===== src/rtl/nand_resp_pkg.sv =====
package nand_resp_pkg;

  typedef enum logic [2:0] {
    MD_IDLE,
    MD_ID_ARM,
    MD_PG_ARM,
    MD_ID_OUT,
    MD_PG_OUT,
    MD_STAT
  } resp_mode_t;

  localparam logic [7:0] OP_IDENT = 8'h90;
  localparam logic [7:0] OP_PAGE  = 8'hEC;
  localparam logic [7:0] OP_STAT  = 8'h70;
  localparam logic [7:0] OP_DUMMY = 8'h00;
  localparam logic [7:0] OP_RESET = 8'hFF;
  localparam logic [7:0] OP_PROG  = 8'h80;
  localparam logic [7:0] OP_ERASE = 8'h60;

  localparam int          ID_LEN   = 5;
  localparam logic [15:0] CRC_POLY = 16'h8005;
  localparam logic [15:0] CRC_SEED = 16'h4F4E;

  localparam logic [95:0]  VENDOR_TXT = "OPENRESPNDR ";
  localparam logic [159:0] MODEL_TXT  = "NANDTARGET8G        ";

  function automatic logic [7:0] id_byte(input logic [2:0] k);
    case (k)
      3'd0:    return 8'h01;
      3'd1:    return 8'hDC;
      3'd2:    return 8'h90;
      3'd3:    return 8'h95;
      3'd4:    return 8'h54;
      default: return 8'h00;
    endcase
  endfunction

  // parameter page content without the trailing checksum
  function automatic logic [7:0] page_base(input int unsigned a);
    if (a >= 32 && a < 44) return VENDOR_TXT[8*(43-a) +: 8];
    if (a >= 44 && a < 64) return MODEL_TXT[8*(63-a) +: 8];
    case (a)
      0: return 8'h4F;   1: return 8'h4E;   2: return 8'h46;   3: return 8'h49;
      4: return 8'h02;   6: return 8'h1E;   8: return 8'h1B;   64: return 8'h01;
      81: return 8'h08;  84: return 8'h40;  88: return 8'h02;  90: return 8'h10;
      92: return 8'h40;  97: return 8'h10;  100: return 8'h02; 101: return 8'h23;
      102: return 8'h01; 103: return 8'h50; 105: return 8'h01; 106: return 8'h05;
      107: return 8'h01; 108: return 8'h01; 109: return 8'h03; 110: return 8'h04;
      112: return 8'h01; 113: return 8'h01; 114: return 8'h04; 128: return 8'h0A;
      129: return 8'h1F; 131: return 8'h1F; 133: return 8'hBC; 134: return 8'h02;
      135: return 8'h10; 136: return 8'h27; 137: return 8'h19; 139: return 8'h64;
      default: return 8'h00;
    endcase
  endfunction

  function automatic logic [15:0] crc_step(input logic [15:0] c, input logic [7:0] d);
    logic [15:0] r;
    r = c;
    for (int b = 7; b >= 0; b--) begin
      if (r[15] ^ d[b]) r = {r[14:0], 1'b0} ^ CRC_POLY;
      else              r = {r[14:0], 1'b0};
    end
    return r;
  endfunction

endpackage


===== src/rtl/nand_strobe_sync.sv =====
module nand_strobe_sync #(
  parameter int          W       = 8,
  parameter logic [W-1:0] RST_VAL = '0
) (
  input  logic         clk,
  input  logic         rst,
  input  logic [W-1:0] d,
  output logic [W-1:0] q
);
  for (genvar i = 0; i < W; i++) begin : g_bit
    logic meta_q, sync_q;
    always_ff @(posedge clk) begin
      if (rst) begin
        meta_q <= RST_VAL[i];
        sync_q <= RST_VAL[i];
      end else begin
        meta_q <= d[i];
        sync_q <= meta_q;
      end
    end
    assign q[i] = sync_q;
  end
endmodule


===== src/rtl/nand_page_rom.sv =====
module nand_page_rom
  import nand_resp_pkg::*;
#(
  parameter int AW = 8
) (
  input  logic          clk,
  input  logic [AW-1:0] addr,
  output logic [7:0]    q
);
  localparam int DEPTH = 1 << AW;

  logic [7:0] mem [DEPTH];

  initial begin
    logic [15:0] crc;
    crc = CRC_SEED;
    for (int i = 0; i < DEPTH - 2; i++) begin
      mem[i] = page_base(i);
      crc    = crc_step(crc, page_base(i));
    end
    mem[DEPTH-2] = crc[7:0];
    mem[DEPTH-1] = crc[15:8];
  end

  always_ff @(posedge clk) q <= mem[addr];
endmodule


===== src/rtl/nand_cmd_ctrl.sv =====
module nand_cmd_ctrl
  import nand_resp_pkg::*;
#(
  parameter int COL_W       = 12,
  parameter int PG_AW       = 8,
  parameter int PAGE_COPIES = 3,
  parameter int BUSY_CYCLES = 20,
  parameter int BUSY_W      = 8
) (
  input  logic             clk,
  input  logic             rst,
  input  logic             ce_n_s,
  input  logic             cle_s,
  input  logic             ale_s,
  input  logic             we_n_s,
  input  logic             re_n_s,
  input  logic             wp_n_s,
  input  logic [7:0]       din_s,
  input  logic [7:0]       rom_q,
  output logic [PG_AW-1:0] rom_addr,
  output logic [7:0]       dout,
  output logic             oe,
  output logic             rb_n,
  output resp_mode_t       mode_o,
  output logic [COL_W-1:0] col_o,
  output logic             cmd_ev_o,
  output logic             rd_ev_o
);
  localparam int         PG_END  = PAGE_COPIES << PG_AW;
  localparam logic [COL_W-1:0] COL_MAX = '1;
  localparam logic [BUSY_W-1:0] BUSY_LD = BUSY_W'(BUSY_CYCLES);

  resp_mode_t        mode_q;
  logic [COL_W-1:0]  col_q;
  logic [BUSY_W-1:0] busy_q, busy_nxt;
  logic              we_prev_q, re_prev_q;
  logic              after_id_q, fail_q;
  logic              wr_ev, cmd_ev, adr_ev, rd_ev, busy, cmd_ok, reset_cmd;
  logic              out_mode;
  logic [7:0]        status_byte;

  assign wr_ev     = ~ce_n_s & we_n_s & ~we_prev_q;
  assign cmd_ev    = wr_ev & cle_s & ~ale_s;
  assign adr_ev    = wr_ev & ale_s & ~cle_s;
  assign rd_ev     = ~ce_n_s & ~re_n_s & re_prev_q & ~wr_ev;
  assign busy      = (busy_q != '0);
  assign cmd_ok    = cmd_ev & (~busy | din_s == OP_STAT | din_s == OP_RESET);
  assign reset_cmd = cmd_ok & (din_s == OP_RESET);
  assign out_mode  = (mode_q == MD_ID_OUT) | (mode_q == MD_PG_OUT) | (mode_q == MD_STAT);
  assign status_byte = {wp_n_s, ~busy, 5'b0, fail_q};
  assign rom_addr  = col_q[PG_AW-1:0];

  always_comb begin
    busy_nxt = busy_q;
    if (reset_cmd)  busy_nxt = BUSY_LD;
    else if (busy)  busy_nxt = busy_q - 1'b1;
  end

  always_ff @(posedge clk) begin
    if (rst) begin
      we_prev_q <= 1'b1;
      re_prev_q <= 1'b1;
      mode_q    <= MD_IDLE;
      col_q     <= '0;
      busy_q    <= '0;
      after_id_q <= 1'b0;
      fail_q    <= 1'b0;
      dout      <= 8'h00;
      oe        <= 1'b0;
      rb_n      <= 1'b1;
    end else begin
      we_prev_q <= we_n_s;
      re_prev_q <= re_n_s;
      busy_q    <= busy_nxt;
      rb_n      <= (busy_nxt == '0);
      oe        <= ~ce_n_s & ~re_n_s & out_mode;

      if (cmd_ok) begin
        case (din_s)
          OP_RESET: begin
            mode_q     <= MD_IDLE;
            col_q      <= '0;
            after_id_q <= 1'b0;
            fail_q     <= 1'b0;
          end
          OP_IDENT: begin
            mode_q <= MD_ID_ARM;
            col_q  <= '0;
          end
          OP_PAGE: begin
            mode_q <= MD_PG_ARM;
            col_q  <= '0;
          end
          OP_STAT:  mode_q <= after_id_q ? MD_IDLE : MD_STAT;
          OP_DUMMY: begin
            mode_q     <= MD_IDLE;
            after_id_q <= 1'b0;
          end
          OP_PROG, OP_ERASE: begin
            mode_q <= MD_IDLE;
            if (!wp_n_s) fail_q <= 1'b1;
          end
          default: mode_q <= MD_IDLE;
        endcase
      end else if (adr_ev && !busy) begin
        if (mode_q == MD_ID_ARM) begin
          col_q <= '0;
          if (din_s == 8'h00) begin
            mode_q     <= MD_ID_OUT;
            after_id_q <= 1'b1;
          end else begin
            mode_q <= MD_IDLE;
          end
        end else if (mode_q == MD_PG_ARM) begin
          col_q  <= '0;
          mode_q <= (din_s == 8'h00) ? MD_PG_OUT : MD_IDLE;
        end
      end else if (rd_ev) begin
        case (mode_q)
          MD_ID_OUT: begin
            dout <= (col_q < COL_W'(ID_LEN)) ? id_byte(col_q[2:0]) : 8'h00;
            if (col_q != COL_MAX) col_q <= col_q + 1'b1;
          end
          MD_PG_OUT: begin
            dout <= (int'(col_q) < PG_END) ? rom_q : 8'hFF;
            if (col_q != COL_MAX) col_q <= col_q + 1'b1;
          end
          MD_STAT: dout <= status_byte;
          default: ;
        endcase
      end
    end
  end

  assign mode_o   = mode_q;
  assign col_o    = col_q;
  assign cmd_ev_o = cmd_ev;
  assign rd_ev_o  = rd_ev;
endmodule


===== src/rtl/nand_cmd_responder.sv =====
module nand_cmd_responder
  import nand_resp_pkg::*;
#(
  parameter int COL_W       = 12,
  parameter int PG_AW       = 8,
  parameter int PAGE_COPIES = 3,
  parameter int BUSY_CYCLES = 20,
  parameter int BUSY_W      = 8
) (
  input  logic       clk,
  input  logic       rst,
  input  logic       ce_n,
  input  logic       cle,
  input  logic       ale,
  input  logic       we_n,
  input  logic       re_n,
  input  logic       wp_n,
  input  logic [7:0] io_in,
  output logic [7:0] io_out,
  output logic       io_oe,
  output logic       rb_n
);
  localparam int SYNC_W = 14;
  localparam logic [SYNC_W-1:0] SYNC_RST = {6'b100111, 8'h00};

  logic [SYNC_W-1:0] sync_q;
  logic              ce_n_s, cle_s, ale_s, we_n_s, re_n_s, wp_n_s;
  logic [7:0]        din_s, rom_q;
  logic [PG_AW-1:0]  rom_addr;
  resp_mode_t        mode;
  logic [COL_W-1:0]  col;
  logic              cmd_ev, rd_ev;

  nand_strobe_sync #(.W(SYNC_W), .RST_VAL(SYNC_RST)) u_sync (
    .clk (clk),
    .rst (rst),
    .d   ({ce_n, cle, ale, we_n, re_n, wp_n, io_in}),
    .q   (sync_q)
  );

  assign {ce_n_s, cle_s, ale_s, we_n_s, re_n_s, wp_n_s, din_s} = sync_q;

  nand_page_rom #(.AW(PG_AW)) u_rom (
    .clk  (clk),
    .addr (rom_addr),
    .q    (rom_q)
  );

  nand_cmd_ctrl #(
    .COL_W(COL_W), .PG_AW(PG_AW), .PAGE_COPIES(PAGE_COPIES),
    .BUSY_CYCLES(BUSY_CYCLES), .BUSY_W(BUSY_W)
  ) u_ctrl (
    .clk      (clk),
    .rst      (rst),
    .ce_n_s   (ce_n_s),
    .cle_s    (cle_s),
    .ale_s    (ale_s),
    .we_n_s   (we_n_s),
    .re_n_s   (re_n_s),
    .wp_n_s   (wp_n_s),
    .din_s    (din_s),
    .rom_q    (rom_q),
    .rom_addr (rom_addr),
    .dout     (io_out),
    .oe       (io_oe),
    .rb_n     (rb_n),
    .mode_o   (mode),
    .col_o    (col),
    .cmd_ev_o (cmd_ev),
    .rd_ev_o  (rd_ev)
  );
endmodule


===== config.mk =====
export PLATFORM = sky130hd
export DESIGN_NAME = nand_cmd_responder
export DESIGN_NICKNAME = d
export VERILOG_FILES = /design/src/rtl/nand_resp_pkg.sv /design/src/rtl/nand_strobe_sync.sv /design/src/rtl/nand_page_rom.sv /design/src/rtl/nand_cmd_ctrl.sv /design/src/rtl/nand_cmd_responder.sv
export SDC_FILE = /design/constraint.sdc
export NUM_CORES = 1
export LEC_CHECK = 0
export BUFFER_PORTS_ARGS = -buffer_cell sky130_fd_sc_hd__buf_4
export CORE_AREA = 2 2 83 117
export DETAILED_ROUTE_END_ITERATION = 10
export DIE_AREA = 0 0 85 119
export GPL_TIMING_DRIVEN = 1
export PLACE_DENSITY = 0.56
export SYNTH_ARGS = -nofsm -noshare
export SYNTH_HDL_FRONTEND = slang
export SYNTH_SLANG_ARGS = --single-unit

===== constraint.sdc =====
create_clock -name clk -period 3.4 [get_ports clk]
set_clock_uncertainty 0.2 [all_clocks]
set_input_delay 0.17 -clock clk [delete_from_list [all_inputs] [get_ports clk]]
set_output_delay 0.17 -clock clk [all_outputs]
set_load 0.02 [all_outputs]

==> results of run 1 <==
## per-layer routing
metal,vias to the layer above,global-route usage
li1,1776,-
met1,1664,0.233
met2,70,0.362
met3,21,0.0430
met4,0,0.0863
met5,-,0
## cell usage after synthesis (2+ instances only)
master     count
nor2_1        53
xor2_1         3
nor3b_1        3
nand2b_1       9
nor3_4         2
nor2_2         2
o211ai_1       5
nor3_1        23
o21ai_0       29
buf_2          7
o22ai_1        6
dfxtp_1       73
nor4b_4        2
nor2b_1       23
o32ai_1        2
o311ai_0       4
or2_2         13
a21oi_1       32
nand2_1       31
inv_1         13
a2111oi_0      3
mux2i_1        5
buf_6          2
o221ai_1       2
buf_1          6
xnor2_1        5
and3_1         4
clkbuf_1      18
a211oi_1       4
nand3b_1       3
a32oi_1        2
a31oi_1       17
or3_1          4
nand4_1        5
and2_1         2
a41oi_1        3
ha_1          11
a311oi_1       2
nand3_1       18
## cells by family (layout without fill, tap and decap cells)
| logic type | count (synthesis) | after routing | synth area share |
|---|---|---|---|
| fa+ha+maj | 11 | 11 | 0.0350 |
| flops | 73 | 73 | 0.372 |
| compound gates | 127 | 127 | 0.216 |
| buf+inv | 46 | 75 | 0.0500 |
| xor+xnor | 8 | 8 | 0.0178 |
| simple gates | 208 | 208 | 0.294 |
| mux | 6 | 6 | 0.0156 |
## registers in the layout, indices dropped and copies added, names as in the netlist
name                 cells
u_ctrl.we_prev_q         1
u_rom.q                  8
u_ctrl.dout              8
u_ctrl.rb_n              1
u_ctrl.busy_q            8
u_ctrl.fail_q            1
u_ctrl.re_prev_q         1
u_sync.g_bit.sync_q     14
u_ctrl.after_id_q        1
u_ctrl.oe                1
u_ctrl.col_o            12
u_sync.g_bit.meta_q     14
u_ctrl.mode_o            3
## power by group through the flow
| stage | Combinational (µW) | Clock, µW | Sequential [µW] |
|---|---|---|---|
| floorplan | 354 | 0 | 1010 |
| finish | 481 | 1030 | 1000 |
| CTS | 485 | 1050 | 999 |
| global route | 546 | 1080 | 1010 |
| detailed placement | 470 | 0 | 1020 |
| global placement | 463 | 0 | 1020 |
## worst register-to-register path, cell delays in order (launching register included)
cell and delay [ps]:
dfxtp_1 610, ha_1 470, nand3_1 220, nor3_4 290, nor2_2 80, a2111o_1 540
a21boi_1 190, o22ai_1 170
## per-stage QoR
stage | power, µW | std cells | cell area [µm²] | setup WS [ps]
finish | 2510 | 618 | 4630 | 549
global route | 2640 | 618 | 4630 | 326
CTS | 2530 | 618 | 4630 | 580
detailed placement | 1490 | 588 | 4160 | 589
global placement | 1480 | 588 | 4160 | 668
floorplan | 1370 | 479 | 3930 | 1100
## path summary, 6_finish.rpt
| path | start | end | depth (start not counted) |
|---|---|---|---|
| hold reg to reg | u_sync.g_bit[13].meta_q$_SDFF_PP1_ | u_sync.g_bit[13].sync_q$_SDFF_PP1_ | 1 |
| setup / recovery | u_ctrl.col_o[1]$_SDFFE_PP0P_ | u_ctrl.col_o[6]$_SDFFE_PP0P_ | 7 |
| hold / removal | rst | u_ctrl.mode_o[1]$_SDFFE_PP0P_ | 2 |
| setup reg to reg | u_ctrl.col_o[1]$_SDFFE_PP0P_ | u_ctrl.col_o[6]$_SDFFE_PP0P_ | 7 |
## final cells by class
| type | count | area, µm² | area share |
|---|---|---|---|
| tap | 110 | 138 | 0.0297 |
| clock inverter | 5 | 77.6 | 0.0168 |
| multi-input combinational | 360 | 2270 | 0.491 |
| sequential | 73 | 1460 | 0.316 |
| inverter | 13 | 48.8 | 0.0105 |
| timing repair buffer | 46 | 380 | 0.0821 |
| clock buffer | 11 | 253 | 0.0546 |
## what timing repair did
item	in CTS	in global routing
endpoints found under the setup margin	0	0
hold buffers	14	0
hold endpoints to repair	14	0
==> impl_metrics.tcl, run 1 <==
set metrics [dict create \
    status "complete, no violations" \
    fillers 915 \
    max_cap_viol_count 0 \
    grt_pass1_wl_um 16700 \
    hpwl_um 6970 \
    ys_ff_latch 73 \
    grt_remaining_overflow 0 \
    cp_max_fo 14 \
    die_h_um 119 \
    routed.top_layer "met4" \
    holdWs_ps 85.0 \
    synth.cell_area_um2 3930 \
    rsz0062_at_grt "no" \
    antenna_found_initial 0 \
    port_buffers 25 \
    drv_slew 0 \
    final.period_utilization 0.839 \
    worstPathRequired_ps 3460 \
    rows 42 \
    setup_tns_ps 0 \
    power.leakage_uw 0.00174 \
    synth_cell_types 67 \
    slowest_delay_ps 610 \
    layout_commonest_cell "dfxtp_1" \
    grt_pass1_vias 3439 \
    final-hold-violation-count 0 \
    core_um2 9200 \
    power_frac_clock 0.411 \
    drtIter0Drc 136 \
    worstMarginPinSlew_ps 765 \
    sw_frac_of_total 0.275 \
    synth_nets 506 \
    clock-sinks 73 \
    area_growth_pct 17.8 \
    synth_top_flop_cell "dfxtp_1" \
    via_count 3531 \
    die_w_um 85 \
    met3_length_um 317 \
    cp.buffers_inverters 0 \
    max_freq_mhz 351 \
    combPwrFrac 0.191 \
    finalSetupViolCount 0 \
    post_cts_resized 0 \
    vdd_drop_max_mv 0.415 \
    grt_max_degree 53 \
    arrival_ps 2920 \
    cts.path.max_buffers 2 \
    start_util 0.427 \
    yosysSeqAreaShare 0.372 \
    switchingPower_uw 692 \
    crit_type "reg2reg" \
    p_int_uw 1820 \
    ys_top_cells_by_area "dfxtp_1 (37%), nor2_1 (5.1%), a21oi_1 (4.1%)" \
    cts_made_buffers 9 \
    post_cts_buffers 0 \
    synth_top_area_cell "dfxtp_1" \
    grt_usage 0.204 \
    firstDrtPassIters 4 \
    endpoint_kind "flip-flop" \
    hp-class "in2reg" \
    critPathTopFamily "compound AO/OA/AOI/OAI gates" \
    htreeDepth 3 \
    dr_wl_met2_um 5220 \
    wire_per_inst_um 16.0 \
    place_congestion 0.919 \
    reg2reg_slack_ps 550 \
    wl_met1_um 4100 \
    layout_common_cells "dfxtp_1 (73), nor2_1 (53), a21oi_1 (32), buf_4 (32), nand2_1 (31)" \
    yosysTopAreaCellShare 0.372 \
    syn_inst 479 \
    antenna_cells 0 \
    clock_latency_ps 340 \
    powerDensity_nw_per_um2 543 \
    min_period_ps 2850 \
    wirelength_um 9890 \
    clockRootBuffer "clkbuf_16" \
    path_clk_slew_ps 60 \
    fin_util 0.504 \
    syn_avg_cell_area_um2 8.20 \
    io_pins 26 \
    power_frac_seq 0.398 \
    synth_warnings 0 \
    dieArea_um2 10100 \
    synth_edf_count 0 \
    max_slew_margin 0.488 \
    drt.antenna.violating_nets 0 \
    crit_path_top_delay_cell "dfxtp_1" \
    crit_path_start_kind "flip-flop" \
    path_cells "ha_1 > nand3_1 > nor3_4 > nor2_2 > a2111o_1 > a21boi_1 > o22ai_1" \
    vias_per_cell 5.71 \
    cts_tree "yes" \
    final_nets 530 \
    drive_gt1_frac 0.156 \
    async_flop_share 0 \
    drcViolationCount 0 \
]
(Power assumes the default switching activity.)
==> run 2, diff against run 1 <==
clock period = 2.9 ns   (was 3.4 ns; I/O delays follow)
==> impl_metrics.tcl, run 2 (synthesis results as in run 1) <==
set metrics [dict create \
    cp_max_fo 16 \
    max_slew_margin 0.472 \
    max_freq_mhz 405 \
    final-hold-violation-count 0 \
    layout_common_cells "dfxtp_1 (73), nor2_1 (53), buf_4 (40), a21oi_1 (32), nand2_1 (31)" \
    clockRootBuffer "clkbuf_16" \
    wirelength_um 10300 \
    min_delay_worst_endpoint "u_sync.g_bit[7].meta_q$_SDFF_PP0_" \
    power.leakage_uw 0.00178 \
    r2r_cells 6 \
    min-delay-start "rst" \
    crit_type "reg2reg" \
    post_cts_buffers 0 \
    vdd_drop_max_mv 0.706 \
    htreeDepth 3 \
    vias_per_cell 5.69 \
    grt_pass1_wl_um 17400 \
    port_buffers 25 \
    die_w_um 85 \
    grt_remaining_overflow 0 \
    rsz0062_at_grt "no" \
    drcViolationCount 0 \
    r2r-end "u_ctrl.col_o[6]$_SDFFE_PP0P_" \
    via_count 3562 \
    start_util 0.427 \
    arrival_ps 2520 \
    worstMarginPinSlew_ps 789 \
    grt_max_degree 53 \
    clock-sinks 73 \
    rows 42 \
    totalPowerFinal_uw 2990 \
    crit_path_start_kind "flip-flop" \
    firstDrtPassIters 4 \
    finalSetupViolCount 0 \
    io_pins 26 \
    max_cap_viol_count 0 \
    core_um2 9200 \
    setup_tns_ps 0 \
    place_congestion 0.928 \
    drive_gt1_frac 0.167 \
    drt.antenna.violating_nets 0 \
    antenna_found_initial 0 \
    cts.path.max_buffers 2 \
    endpoint_kind "flip-flop" \
    crit_path_top_delay_cell "dfxtp_1" \
    hp-class "in2reg" \
    path_clk_slew_ps 60 \
    powerDensity_nw_per_um2 636 \
    antenna_cells 0 \
    hpwl_um 7250 \
    die_h_um 119 \
    worstPathRequired_ps 2960 \
    dieArea_um2 10100 \
    wire_per_inst_um 16.4 \
    slowest_delay_ps 650 \
    path_cells "nand3_1 > nor3_4 > nor2_2 > a2111o_1 > a21boi_1 > o22ai_1" \
    final.period_utilization 0.852 \
    cts_tree "yes" \
    grt_pass1_vias 3534 \
    clock_latency_ps 330 \
    drtIter0Drc 186 \
    status "complete, no violations" \
    cts_made_buffers 9 \
    area_growth_pct 19.7 \
    grt_usage 0.215 \
    layout_commonest_cell "dfxtp_1" \
    reg2reg_slack_ps 430 \
    hold_path_depth 2 \
    min_period_ps 2470 \
    drv_slew 0 \
    r2r-start "u_ctrl.col_o[2]$_SDFFE_PP0P_" \
    final_nets 538 \
]
## run 2: repair_timing
| item | CTS | global route |
|---|---|---|
| gates resized for setup | 0 | 0 |
| endpoints found under the hold margin | 14 | 0 |
| hold buffers | 14 | 0 |
## run 2: layout make-up
type	instances	area [µm²]
clock buffers	11	243
repair buffers	54	440
flip-flops and latches	73	1460
multi-input cells	360	2270
inverters	13	48.8
fillers	903	4490
clock inverters	5	103
well taps	110	138
## run 2: critical path, delay by kind of cell, from the launching register on
family          cells  cell delay [ps]
compound gates      3              910
flops               1              650
simple gates        3              640
## run 2: per-layer routing
metal	global-route usage	vias up	wire length, µm
met5	0	-	0
met4	0.0972	0	231
met3	0.0423	17	256
met2	0.376	55	5400
met1	0.249	1703	4380
li1	-	1787	-
## run 2: worst max path at each step
stage                                       startpoint                            to  slack (ps)  depth (start not counted)
after floorplan           u_ctrl.col_o[0]$_SDFFE_PP0P_            u_rom.q[4]$_DFF_P_         600                          9
after global placement     u_ctrl.busy_q[0]$_SDFF_PP0_  u_ctrl.col_o[6]$_SDFFE_PP0P_         490                          8
after detailed placement   u_ctrl.busy_q[0]$_SDFF_PP0_  u_ctrl.col_o[6]$_SDFFE_PP0P_         440                          8
after CTS                  u_ctrl.busy_q[0]$_SDFF_PP0_  u_ctrl.col_o[6]$_SDFFE_PP0P_         430                          8
after global routing      u_ctrl.col_o[0]$_SDFFE_PP0P_   u_ctrl.dout[0]$_SDFFE_PP0P_         250                          8
final                     u_ctrl.col_o[2]$_SDFFE_PP0P_  u_ctrl.col_o[6]$_SDFFE_PP0P_         430                          6
## run 2: power breakdown
group          total [µW]  leakage, µW  switching (µW)  internal, µW
combinational         564      0.00102             317           247
sequential           1170     0.000598            80.8          1090
clock                1260     0.000166             395           862
## run 2: through the flow
step / area (µm²) / std cells / hold slack [ps] / worst slack (ps) / util
after floorplan: 3930 / 479 / 48.8 / 596 / -
final: 4710 / 626 / 75.7 / 430 / 0.512
after detailed placement: 4220 / 596 / 136 / 443 / 0.459
after global routing: 4710 / 626 / 104 / 249 / 0.512
after CTS: 4710 / 626 / 74.1 / 430 / 0.512
after global placement: 4220 / 596 / 132 / 494 / 0.459
==> run 3, diff against run 2 <==
PLACE_DENSITY = 0.59   (was 0.56)
clock period = 2.1 ns   (was 2.9 ns; I/O delays follow)
==> impl_metrics.tcl, run 3 (synthesis results as in run 1) <==
set metrics [dict create \
    status "complete, but fails checks" \
    violations "negative setup slack" \
    grt_pass1_vias 3826 \
    routed.top_layer "met4" \
    reg2reg_slack_ps -20 \
    vias_per_cell 5.58 \
    grt_pass1_wl_um 18700 \
    area_growth_pct 36.7 \
    htreeDepth 3 \
    drive_gt1_frac 0.321 \
    drt.antenna.violating_nets 0 \
    vdd_drop_max_mv 1.09 \
    max_cap_viol_count 0 \
    drv_slew 0 \
    min_period_ps 2120 \
    grt_remaining_overflow 0 \
    worstMarginPinSlew_ps 517 \
    port_buffers 25 \
    endpoint_kind "flip-flop" \
    met3_length_um 349 \
    min_delay_worst_endpoint "u_sync.g_bit[13].sync_q$_SDFF_PP1_" \
    r2r_cells 10 \
    setup_slack_ps -15.4 \
    worstPathRequired_ps 2170 \
    power.leakage_uw 0.00213 \
    cp_max_fo 7 \
    path_clk_slew_ps 60 \
    grt_max_degree 39 \
    dr_wl_met2_um 5930 \
    crit_type "reg2reg" \
    finalSetupViolCount 3 \
    layout_common_cells "buf_4 (95), dfxtp_1 (68), nor2_1 (50), a21oi_1 (31), nand2_1 (30)" \
    cts_tree "yes" \
    clock-sinks 73 \
    max_slew_margin 0.651 \
    fillers 838 \
    final.period_utilization 1.01 \
    clockRootBuffer "clkbuf_16" \
    fin_cells 692 \
    clock_latency_ps 330 \
    drcViolationCount 0 \
    start_util 0.427 \
    antenna_cells 0 \
    cts_made_buffers 9 \
    arrival_ps 2180 \
    setup_tns_ps -29.6 \
    placed_cells 657 \
    wire_per_inst_um 16.1 \
    hpwl_um 7980 \
    drtIter0Drc 204 \
    via_count 3862 \
    io_pins 26 \
    dieArea_um2 10100 \
    r2r-start "u_ctrl.busy_q[0]$_SDFF_PP0_" \
    cts.path.max_buffers 2 \
    crit_path_start_kind "flip-flop" \
    final_nets 604 \
    core_um2 9200 \
    wirelength_um 11100 \
    layout_commonest_cell "buf_4" \
    die_h_um 119 \
    grt_usage 0.230 \
    postPlaceCellArea_um2 4720 \
    rsz0062_at_grt "yes" \
    final-hold-violation-count 0 \
    hp-class "reg2reg" \
    max_freq_mhz 473 \
    die_w_um 85 \
    hold_path_depth 1 \
    wl_met1_um 4380 \
    rows 42 \
    firstDrtPassIters 5 \
    antenna_found_initial 0 \
    place_congestion 0.930 \
    r2r-end "u_ctrl.mode_o[1]$_SDFFE_PP0P_" \
    pre_cts_ws_ps -122 \
    final_area_um2 5370 \
    powerDensity_nw_per_um2 808 \
    min-delay-start "u_sync.g_bit[13].meta_q$_SDFF_PP1_" \
    totalPowerFinal_uw 4340 \
]
[run 3: cell types whose count changed in the layout (fill, tap and decap cells not counted), moves of 6 or more]
cell | previous run | this run
o21ai_0 | 29 | 23
buf_4 | 40 | 95
o21ai_1 | 0 | 6
buf_6 | 0 | 8
[run 3: area by class of cell]
class                           count  area [µm²]  area share
Timing Repair Buffer              120         993       0.185
Clock buffer                       11         243      0.0452
Multi-Input combinational cell    360        2430       0.452
Inverter                           13        48.8     0.00908
Clock inverter                      5        55.1      0.0102
Sequential cell                    73        1470       0.273
Tap cell                          110         138      0.0256
[run 3: timing repair]
item / 4_1_cts / 5_1_grt
endpoints found under the hold margin: 25 / 0
gates resized for setup: 24 / 31
hold buffers: 15 / 0
buffers inserted: 2 / 2
setup endpoints to repair: 22 / 30
pin swaps: 6 / 8
[run 3: through the flow]
| step | hold slack, ps | utilization |
|---|---|---|
| 2_1_floorplan | 8.81 | - |
| 3_3_place_gp | 90.1 | 0.513 |
| 3_5_place_dp | 92.7 | 0.513 |
| 4_1_cts | 213 | 0.571 |
| 5_1_grt | 222 | 0.584 |
| 6_report | 210 | 0.584 |
[run 3: critical path: stages (launching register included)]
cell and delay (ps):
dfxtp_2 320, inv_2 70, ha_4 130, nor4b_4 250, buf_4 170, buf_6 90
nand2_4 60, a31oi_4 210, buf_6 160, mux2_4 300, nor2_2 80
[run 3: worst max path at each step]
stage,start,endpoint
5_1_grt,u_ctrl.busy_q[0]$_SDFF_PP0_,u_ctrl.col_o[6]$_SDFFE_PP0P_
4_1_cts,u_ctrl.busy_q[0]$_SDFF_PP0_,u_ctrl.col_o[5]$_SDFFE_PP0P_
6_report,u_ctrl.busy_q[0]$_SDFF_PP0_,u_ctrl.mode_o[1]$_SDFFE_PP0P_
3_5_place_dp,u_ctrl.col_o[1]$_SDFFE_PP0P_,u_ctrl.dout[3]$_SDFFE_PP0P_
3_3_place_gp,u_ctrl.col_o[3]$_SDFFE_PP0P_,u_ctrl.dout[3]$_SDFFE_PP0P_
2_1_floorplan,u_ctrl.col_o[1]$_SDFFE_PP0P_,u_rom.q[4]$_DFF_P_
[run 3: routing by layer]
metal  GRT usage  vias to the layer above
li1            -                     1923
met1       0.264                     1814
met5           0                        -
met4       0.130                        0
met3      0.0416                       36
met2       0.394                       89
[run 3: power breakdown]
| part | total (µW) | internal, µW | leakage [µW] | switching (µW) |
|---|---|---|---|---|
| clock | 1530 | 947 | 0.000142 | 578 |
| combinational | 1220 | 616 | 0.00139 | 603 |
| sequential | 1590 | 1510 | 0.000600 | 79.7 |
